**config.mk**
```make
export PLATFORM = sky130hd
export DESIGN_NAME = hsm_unit
export DESIGN_NICKNAME = d
export VERILOG_FILES = /design/src/rtl/hsm_pkg.sv /design/src/rtl/hsm_dec_wide.sv /design/src/rtl/hsm_dec_compact.sv /design/src/rtl/hsm_half_sel.sv /design/src/rtl/hsm_mul.sv /design/src/rtl/hsm_unit.sv
export SDC_FILE = /design/constraint.sdc
export NUM_CORES = 1
export LEC_CHECK = 0
export ABC_AREA = 1
export BUFFER_PORTS_ARGS = -buffer_cell sky130_fd_sc_hd__buf_2
export CAP_MARGIN = 20
export CORE_MARGIN = 4
export CORE_UTILIZATION = 40
export CTS_BUF_LIST = sky130_fd_sc_hd__clkbuf_2 sky130_fd_sc_hd__clkbuf_4 sky130_fd_sc_hd__clkbuf_8
export CTS_CLUSTER_DIAMETER = 60
export DETAILED_ROUTE_END_ITERATION = 7
export GPL_TIMING_DRIVEN = 0
export PLACE_DENSITY = 0.63
export SYNTH_ARGS = -nofsm -noshare
export SYNTH_HDL_FRONTEND = slang
export SYNTH_SLANG_ARGS = --single-unit
```
**constraint.sdc**
```tcl
create_clock -name clk -period 8.2 [get_ports clk]
set_input_delay 0.82 -clock clk [delete_from_list [all_inputs] [get_ports clk]]
set_output_delay 0.82 -clock clk [all_outputs]
set_load 0.1 [all_outputs]
```
**src/rtl/hsm_pkg.sv**
```systemverilog
// Package: shared decode record for the halfword signed multiply unit.
// Assumes register indices are always 4 bits wide in both encodings.
package hsm_pkg;
    localparam int IDX_W = 4;
    localparam int INSTR_W = 32;

    typedef struct packed {
        logic             hit;
        logic [IDX_W-1:0] rd;
        logic [IDX_W-1:0] rn;
        logic [IDX_W-1:0] rm;
        logic             rn_hi;
        logic             rm_hi;
        logic             rsv_bad;
    } hsm_dec_t;
endpackage

```
**src/rtl/hsm_dec_wide.sv**
```systemverilog
// Decoder for the fixed-width 32-bit encoding.
// Assumes the full word is valid on the input; purely combinational.
module hsm_dec_wide
    import hsm_pkg::*;
(
    input  logic [INSTR_W-1:0] word,
    output hsm_dec_t           dec
);
    localparam logic [3:0] COND_NEVER = 4'b1111;
    localparam logic [7:0] OPC_FIXED  = 8'b0001_0110;

    logic cond_ok;
    logic opc_ok;
    logic mark_ok;

    // Check the fixed opcode bits and the condition field.
    always_comb begin
        cond_ok = (word[31:28] != COND_NEVER);
        opc_ok  = (word[27:20] == OPC_FIXED);
        mark_ok = word[7] && !word[4];
    end

    // Pull out the register fields and the half selects.
    always_comb begin
        dec.hit     = cond_ok && opc_ok && mark_ok;
        dec.rd      = word[19:16];
        dec.rm      = word[11:8];
        dec.rn      = word[3:0];
        dec.rm_hi   = word[6];
        dec.rn_hi   = word[5];
        dec.rsv_bad = (word[15:12] != 4'd0);
    end
endmodule

```
**src/rtl/hsm_dec_compact.sv**
```systemverilog
// Decoder for the two-halfword compact encoding.
// Assumes the first halfword sits in bits 31:16 and the second in 15:0.
module hsm_dec_compact
    import hsm_pkg::*;
(
    input  logic [INSTR_W-1:0] word,
    output hsm_dec_t           dec
);
    localparam logic [11:0] HW1_FIXED = 12'hFB1;
    localparam logic [3:0]  HW2_FIXED = 4'hF;

    logic [15:0] hw_first;
    logic [15:0] hw_second;

    // Split the word into its two halfwords.
    always_comb begin
        hw_first  = word[31:16];
        hw_second = word[15:0];
    end

    // Match the fixed bits and extract the fields.
    always_comb begin
        dec.hit     = (hw_first[15:4] == HW1_FIXED) &&
                      (hw_second[15:12] == HW2_FIXED) &&
                      (hw_second[7:6] == 2'b00);
        dec.rn      = hw_first[3:0];
        dec.rd      = hw_second[11:8];
        dec.rm      = hw_second[3:0];
        dec.rn_hi   = hw_second[5];
        dec.rm_hi   = hw_second[4];
        dec.rsv_bad = 1'b0;
    end
endmodule

```
**src/rtl/hsm_half_sel.sv**
```systemverilog
// Picks the upper or lower half of an operand.
// Assumes DATA_W is even; the unselected half never reaches the output.
module hsm_half_sel #(
    parameter int DATA_W = 32,
    localparam int HALF_W = DATA_W / 2
) (
    input  logic [DATA_W-1:0] val,
    input  logic              take_hi,
    output logic [HALF_W-1:0] half
);
    // Two-way select between the halves.
    always_comb begin
        half = take_hi ? val[DATA_W-1:HALF_W] : val[HALF_W-1:0];
    end
endmodule

```
**src/rtl/hsm_mul.sv**
```systemverilog
// Signed HALF_W x HALF_W multiplier with a full-width product.
// Assumes both inputs are two's complement; the product always fits.
module hsm_mul #(
    parameter int HALF_W = 16,
    localparam int PROD_W = 2 * HALF_W
) (
    input  logic [HALF_W-1:0] a,
    input  logic [HALF_W-1:0] b,
    output logic [PROD_W-1:0] p
);
    logic signed [HALF_W-1:0] sa;
    logic signed [HALF_W-1:0] sb;
    logic signed [PROD_W-1:0] sp;

    // Sign-interpret the inputs and form the product.
    always_comb begin
        sa = $signed(a);
        sb = $signed(b);
        sp = PROD_W'(sa) * PROD_W'(sb);
        p  = sp;
    end
endmodule

```
**src/rtl/hsm_unit.sv**
```systemverilog
// Top: decodes either encoding, selects halves, multiplies, and registers
// the product. Assumes operands are already read for the indexed registers.
module hsm_unit
    import hsm_pkg::*;
#(
    parameter int DATA_W = 32,
    localparam int HALF_W = DATA_W / 2,
    localparam int NUM_OPS = 2,
    localparam logic [IDX_W-1:0] IDX_MAX = {IDX_W{1'b1}}
) (
    input  logic               clk,
    input  logic               rst_n,
    input  logic               in_valid,
    input  logic               enc_mode,
    input  logic [INSTR_W-1:0] instr,
    input  logic [DATA_W-1:0]  op_a,
    input  logic [DATA_W-1:0]  op_b,
    output logic               is_match,
    output logic [IDX_W-1:0]   rd_idx,
    output logic [IDX_W-1:0]   rn_idx,
    output logic [IDX_W-1:0]   rm_idx,
    output logic               unpred,
    output logic               res_valid,
    output logic [DATA_W-1:0]  result,
    output logic [IDX_W-1:0]   res_rd
);
    hsm_dec_t dec_w;
    hsm_dec_t dec_c;
    hsm_dec_t dec_s;

    logic [DATA_W-1:0] ops    [NUM_OPS];
    logic              sel_hi [NUM_OPS];
    logic [HALF_W-1:0] halves [NUM_OPS];
    logic [DATA_W-1:0] prod;
    logic              fire;

    hsm_dec_wide    u_dec_w (.word(instr), .dec(dec_w));
    hsm_dec_compact u_dec_c (.word(instr), .dec(dec_c));

    // Choose the decode record for the current encoding.
    always_comb begin
        dec_s = enc_mode ? dec_c : dec_w;
    end

    // Drive the decode outputs; zeros when nothing matched.
    always_comb begin
        is_match = dec_s.hit;
        rd_idx   = dec_s.hit ? dec_s.rd : '0;
        rn_idx   = dec_s.hit ? dec_s.rn : '0;
        rm_idx   = dec_s.hit ? dec_s.rm : '0;
        unpred   = dec_s.hit && ((dec_s.rd == IDX_MAX) || (dec_s.rn == IDX_MAX) ||
                                 (dec_s.rm == IDX_MAX) || dec_s.rsv_bad);
    end

    // Gather the operand values and their half selects.
    always_comb begin
        ops[0]    = op_a;
        ops[1]    = op_b;
        sel_hi[0] = dec_s.rn_hi;
        sel_hi[1] = dec_s.rm_hi;
    end

    for (genvar g = 0; g < NUM_OPS; g++) begin : g_sel
        hsm_half_sel #(.DATA_W(DATA_W)) u_sel (
            .val(ops[g]), .take_hi(sel_hi[g]), .half(halves[g])
        );
    end

    hsm_mul #(.HALF_W(HALF_W)) u_mul (.a(halves[0]), .b(halves[1]), .p(prod));

    // Strobe qualified by a legal match.
    always_comb begin
        fire = in_valid && dec_s.hit;
    end

    // Result register with a one-cycle valid pulse.
    always_ff @(posedge clk) begin
        if (!rst_n) begin
            res_valid <= 1'b0;
            result    <= '0;
            res_rd    <= '0;
        end else begin
            res_valid <= fire;
            if (fire) begin
                result <= prod;
                res_rd <= dec_s.rd;
            end
        end
    end
endmodule

```
==> results of run 1 <==
registers in the layout, summed over array words and instances (netlist names):
name	flops
res_rd	4
res_valid	1
result	32
kinds of logic (layout without fill, tap and decap cells):
logic type                 Yosys count  after routing  share of synthesized area [%]
adders and majority gates          344            344                          49.26
buffers and inverters              486            642                          15.27
AOI/OAI and AO/OA                  103            103                          5.504
and+or+nand+nor                    712            712                          22.91
DFF                                 37             37                          5.818
xor gates and xnor gates            12             12                         0.8256
muxes                                4              4                         0.4128
synth_stat cells, drive strengths merged (5+ instances only):
master	count	area share, %
o21ai	59	3.4
dfxtp	37	5.8
buf	31	1.8
nor3	5	0.20
ha	82	8.1
o21bai	6	0.35
xnor2	9	0.62
or2	18	0.88
nand3b	5	0.29
nand2	378	11
nand4	15	0.74
nor2	222	6.6
inv	444	13
fa	262	41
a21oi	30	1.3
nand3	65	2.7
clkbuf	8	0.25
o211ai	5	0.29
worst min-delay path, cell delays in order (launching register included):
cell	delay [ns]
dfxtp_1	0.31
nand3_1	0.07
o21ai_1	0.05
routing by layer:
metal / part of all wire [%] / GRT usage, % / up-vias
li1: - / - / 5257
met4: 3.2 / 5.660 / 0
met3: 5.9 / 3.199 / 52
met2: 48 / 36.27 / 327
met1: 43 / 28.66 / 5287
met5: 0 / 0 / -
layout by cell type (no fill, tap or decap), types with 8 or more instances in the layout:
cell     instances
a21oi_1         29
buf_2          163
buf_6           10
dfxtp_1         37
fa_1           262
ha_1            82
inv_1          433
inv_2           10
nand2_1        373
nand3_1         62
nand4_1         15
nor2_1         219
o21ai_0         22
o21ai_1          8
o21ai_2         25
or2_1           11
xnor2_1          9
worst max path at each step:
| stage | endpoint | slack (ns) | cells past startpoint |
|---|---|---|---|
| 6_report | result[27] | 1.02 | 23 |
| 4_1_cts | result[27] | 0.98 | 23 |
| 3_3_place_gp | result[27] | 0.69 | 23 |
| 2_1_floorplan | result[27] | 1.78 | 25 |
| 3_5_place_dp | result[27] | 0.70 | 23 |
| 5_1_grt | result[23] | 0.65 | 23 |
area by class of cell:
type | instances | share of cell area [%]
Buffer | 39 | 1.871
Clock buffer | 5 | 0.4878
Clock inverter | 3 | 0.4612
Inverter | 447 | 11.91
Multi-Input combinational cell | 1175 | 71.20
Sequential cell | 37 | 5.250
Tap cell | 402 | 3.565
Timing Repair Buffer | 148 | 5.250
through the flow:
stage,area [µm²],hold WS [ns]
floorplan,12730,0.9180
CTS,14110,0.4780
detailed placement,13970,0.4677
finish,14110,0.4735
global route,14110,0.5053
global placement,13970,0.4635
==> impl_results.md, run 1 <==
- Warning count from the yosys run: 0
- Cts repair resizes: 0
- Most repeated library cell on the critical path: fa_1
- Critical Path AT: 7.38 ns
- Unrepaired setup endpoints after global routing: no
- Final core utilization: 44.83%
- Max Cap Viol: 0
- Routability Congestion: approximately 0.94
- Detailed-route DRC error count: 0
- Final hold violations: 0
- Layout net count: between 2000 and 2500
- Final critical path time including I/O delays and setup: about 7 ns
- Number of synthesized flops with an enable pin: 0
- TritonCTS clock tree: done
- Register area share after synthesis: under 10%
- Critical path's top delay family: adder cells
- Initial Util: between 40% and 50%
- Signed area change from the synthesized netlist to the final layout: 10.82%
- Outcome: completed
- Leading register cell type out of synthesis: dfxtp_1
- Count of cell types in the netlist: 43
- Number of buffers created by CTS: 5
- Number of cells traversed by the worst hold path: 2
- Sequential cell area: 740.7 µm²
- Grt ovf: 0
- Clock transition at the registers of the reported paths: approximately 0.08 ns
- Required time at the worst-slack endpoint: between 8 and 9 ns
- Timing-limited maximum frequency: 139.4 MHz
- Buffers and inverters on the worst path: 7
- Global-route wire length before repair: roughly 60000 µm
- FF-to-FF Start: result[5]
- End of the worst hold path: res_rd[3]
- Number of diodes added for antenna fixing: 0
- Least-Margin Pin Slew: 0.7553 ns
- Number of sinks handled by clock tree synthesis: 37
- CP Capture Type: flop
- Root buffer cell: clkbuf_8
- Post-CTS setup buffers: 0
- Routed vias/inst: about 4.8
- Number of cell rows: 65
- IO Port Bufs: approximately 150
- Origin of the worst setup path: instr[5]
- Horizontal extent of the die: 186.4 µm
- Largest net degree at the start of global routing: 13
- Overall global routing resource usage: 21.31%
- Vias in the first global route: 11420
- Syn_area_per_cell: between 7 and 8 µm²
- Slew Viols, Final: 0
- Count of fill cells added during filler insertion: between 3000 and 4000
- Pre-CTS setup slack: 0.7023 ns
- Kind of start point of the critical path: input pin
- Final HPWL DP: 31650 µm
- Area of the mapped netlist: approximately 13000 µm²
- Worst-path fanout max: 10
- Flip-flop and latch count after synthesis: 37
- Final Cycle Share: between 80 and 90%
- Worst-case register-to-register setup slack: 7.54 ns
- End of the worst register-to-register path: result[5]
- DIE AREA: 34750 µm²
- Crit path kind: input pin to flop
- Post-synthesis cell count: between 1500 and 2000
- Fin worst setup slack: slightly above 1 ns
- First DRT Iteration DRCs: 755
- Number of standard cells in the final layout excluding fillers: 2256
- Post-Syn Nets: 2142
- Max stage delay cell, worst path: fa_1
- Worst slew margin relative to its limit: 49.31%
- Number of antenna violations at the first check in global routing: 0
- Hold path startpoint: res_rd[3]
- Ordered list of cells on the worst path: clkbuf_2 > o21ai_1 > inv_1 > clkbuf_1 > nor2_1 > fa_1 > fa_1 > fa_1 > fa_1 > fa_1 > inv_1 > fa_1 > inv_1 > ha_1 > nand2_1 > nor2_1 > inv_1 > nor3_1 > nand3_1 > nand4_1 > nand3_1 > nand2_1 > inv_1
- Remaining antenna violation count after routing: 0
- Max Root-Sink Buffers: 2
- H-tree depth reported by CTS: 2
- Final worst clock skew: 0 ns
- Hold Buf Count CTS: 0
- DR WL/cell: 16.07 µm
- Cell count of the worst reg-to-reg path: 2
- Worst skew pair latency: between 0.2 and 0.3 ns
- Share of layout cells above drive strength 1: 13.32%
- Number of top-level pins: 151
- Total area of multi-input combinational cells: roughly 10000 µm²
- Worst hold path type: flop to flop
- First drt pass iteration count: 7
- Setup violations, final: 0
- Total Routed Length: around 36000 µm
- Core outline area: 31470 µm²
- Total via count after detailed routing: 10920
- Critical path's largest stage delay: 0.90 ns
- Vertical die dimension: ~190 µm
- Sum Neg Setup Slack: 0 ns
- Synth async-reset ratio: 0%
- Post-placement cell count: between 2000 and 2500
Power of run 1 is left out: the tool's default activity adds up to more than one toggle a clock period on the data nets, which glitch-free logic cannot reach.
==> run 2, diff against run 1 <==
- CORE_UTILIZATION: 40 -> 50
- PLACE_DENSITY: 0.63 -> 0.75
==> impl_results.md, run 2 (same netlist as run 1, synthesis figures left out) <==
- Outcome: completed
- Cell count of the worst reg-to-reg path: 4 (+2)
- Post-placement cell count: 2176 (-3.2%)
- Slew Viols, Final: 0 (unchanged)
- Number of antenna violations at the first check in global routing: 0 (unchanged)
- Final Cycle Share: 87.38% (-0.14 points)
- Number of cell rows: 58 (-11%)
- Remaining antenna violation count after routing: 0 (unchanged)
- Unrepaired setup endpoints after global routing: no
- Design Area, Final: 13970 µm² (-0.98%)
- DR WL/cell: 15.76 µm (-2.0%)
- Critical Path AT: 7.36 ns (-0.02 ns)
- Commonest non-fill, non-tap cell in the layout: inv_1
- Vias in the first global route: 11420 (-0.035%)
- Worst slew margin relative to its limit: 52.59% (+3.3 points)
- Final HPWL DP: 29940 µm (-5.4%)
- Leading registers by flop count: result x32, res_rd x4, res_valid x1
- Post-CTS setup buffers: 0 (unchanged)
- H-tree depth reported by CTS: 2 (unchanged)
- Grt ovf: 0 (unchanged)
- Hold Buf Count CTS: 0 (unchanged)
- Final worst clock skew: 0 ns (unchanged)
- Count of fill cells added during filler insertion: 2471 (-24%)
- IO Port Bufs: 148 (unchanged)
- Max Root-Sink Buffers: 2 (unchanged)
- Global-route wire length before repair: 57450 µm (-3.7%)
- Final core utilization: 55.64% (+11 points)
- Number of diodes added for antenna fixing: 0 (unchanged)
- Vertical die dimension: 167.6 µm (-10%)
- Detailed-route DRC error count: 0 (unchanged)
- Final critical path time including I/O delays and setup: 7.165 ns (-0.01138 ns)
- Initial Util: 50.70% (+10 points)
- First drt pass iteration count: 6 (-1)
- First DRT Iteration DRCs: 808 (+7.0%)
- Max Cap Viol: 0 (unchanged)
- Origin of the worst setup path: instr[5]
- Root buffer cell: clkbuf_8
- Kind of start point of the critical path: input pin
- Top reg by flops: result
- Clock transition at the registers of the reported paths: 0.07 ns (about the same)
- Worst skew pair latency: 0.29 ns (about the same)
- Final hold violations: 0 (unchanged)
- Number of standard cells in the final layout excluding fillers: 2184 (-3.2%)
- Number of top-level pins: 151 (unchanged)
- Hold path startpoint: result[0]
- CP Capture Type: flop
- Cell Area, Placed: 13880 µm² (-0.64%)
- Core outline area: 25110 µm² (-20%)
- Signed area change from the synthesized netlist to the final layout: 9.740%
- Sum Neg Setup Slack: 0 ns (unchanged)
- DIE AREA: 28080 µm² (-19%)
- TritonCTS clock tree: done
- Top library cells by usage in the layout, fill and taps aside: 433 x inv_1, 373 x nand2_1, 262 x fa_1
- Worst-path fanout max: 10 (unchanged)
- Setup violations, final: 0 (unchanged)
- FF-to-FF Start: result[15]
- Layout net count: 2297 (unchanged)
- Routability Congestion: 0.9578 (+1.9%)
- Overall global routing resource usage: 25.33% (+4.0 points)
- Number of cells traversed by the worst hold path: 2 (unchanged)
- Number of buffers created by CTS: 5 (unchanged)
- Total via count after detailed routing: 11130 (+1.8%)
- Crit path kind: input pin to flop
- Worst hold path type: flop to flop
- Horizontal extent of the die: 167.6 µm (-10%)
- Required time at the worst-slack endpoint: 8.40 ns (about the same)
- Routed vias/inst: 5.094 (+5.2%)
- Share of layout cells above drive strength 1: 13.32% (unchanged)
- Total Routed Length: 34410 µm (-5.1%)
- Timing-limited maximum frequency: 139.6 MHz (+0.16%)
- Max reg flops: 32 (unchanged)
- Number of sinks handled by clock tree synthesis: 37 (unchanged)
- Least-Margin Pin Slew: 0.7064 ns (-0.04897 ns)
- Cts repair resizes: 0 (unchanged)
- Largest net degree at the start of global routing: 12 (-1)
[run 2: worst max-delay path: stages]
cell,delay [ns]
clkbuf_2,0.11
o21ai_1,0.53
inv_1,0.19
clkbuf_1,0.31
nor2_1,0.35
fa_1,0.59
fa_1,0.91
fa_1,0.53
fa_1,0.50
fa_1,0.49
inv_1,0.05
fa_1,0.47
inv_1,0.04
ha_1,0.38
nand2_1,0.12
nor2_1,0.19
inv_1,0.09
nor3_1,0.22
nand3_1,0.14
nand4_1,0.11
nand3_1,0.10
nand2_1,0.07
inv_1,0.03
[run 2: path summary, 6_finish.rpt]
check	to	slack, ns
setup / recovery	result[27]	1.04
hold / removal	result[0]	0.48
setup reg to reg	result[15]	7.55
hold reg to reg	result[0]	0.48
[run 2: area by class of cell]
cell class / instances / area (µm²) / area share [%]
buffer: 39 / 264.0 / 1.890
clock buffer: 6 / 76.32 / 0.5463
clock inverter: 2 / 10.01 / 0.07165
inverter: 447 / 1680 / 12.03
multi-input combinational: 1175 / 10050 / 71.91
sequential: 37 / 740.7 / 5.302
tap: 330 / 412.9 / 2.955
timing repair buffer: 148 / 740.7 / 5.302
[run 2: through the flow]
stage | worst slack, ns | hold slack [ns]
global route | 0.6211 | 0.4939
floorplan | 1.777 | 0.9180
CTS | 1.095 | 0.4817
finish | 1.035 | 0.4784
detailed placement | 0.8078 | 0.4705
global placement | 0.8173 | 0.4617
[run 2: metal layers]
| metal | vias to the layer above | track usage [%] | part of all wire [%] |
|---|---|---|---|
| li1 | 5262 | - | - |
| met1 | 5318 | 34.20 | 41 |
| met2 | 463 | 42.36 | 47 |
| met3 | 82 | 3.541 | 8.0 |
| met4 | 0 | 8.433 | 4.0 |
| met5 | - | 0 | 0 |
Power of run 2 is left out for the same reason.
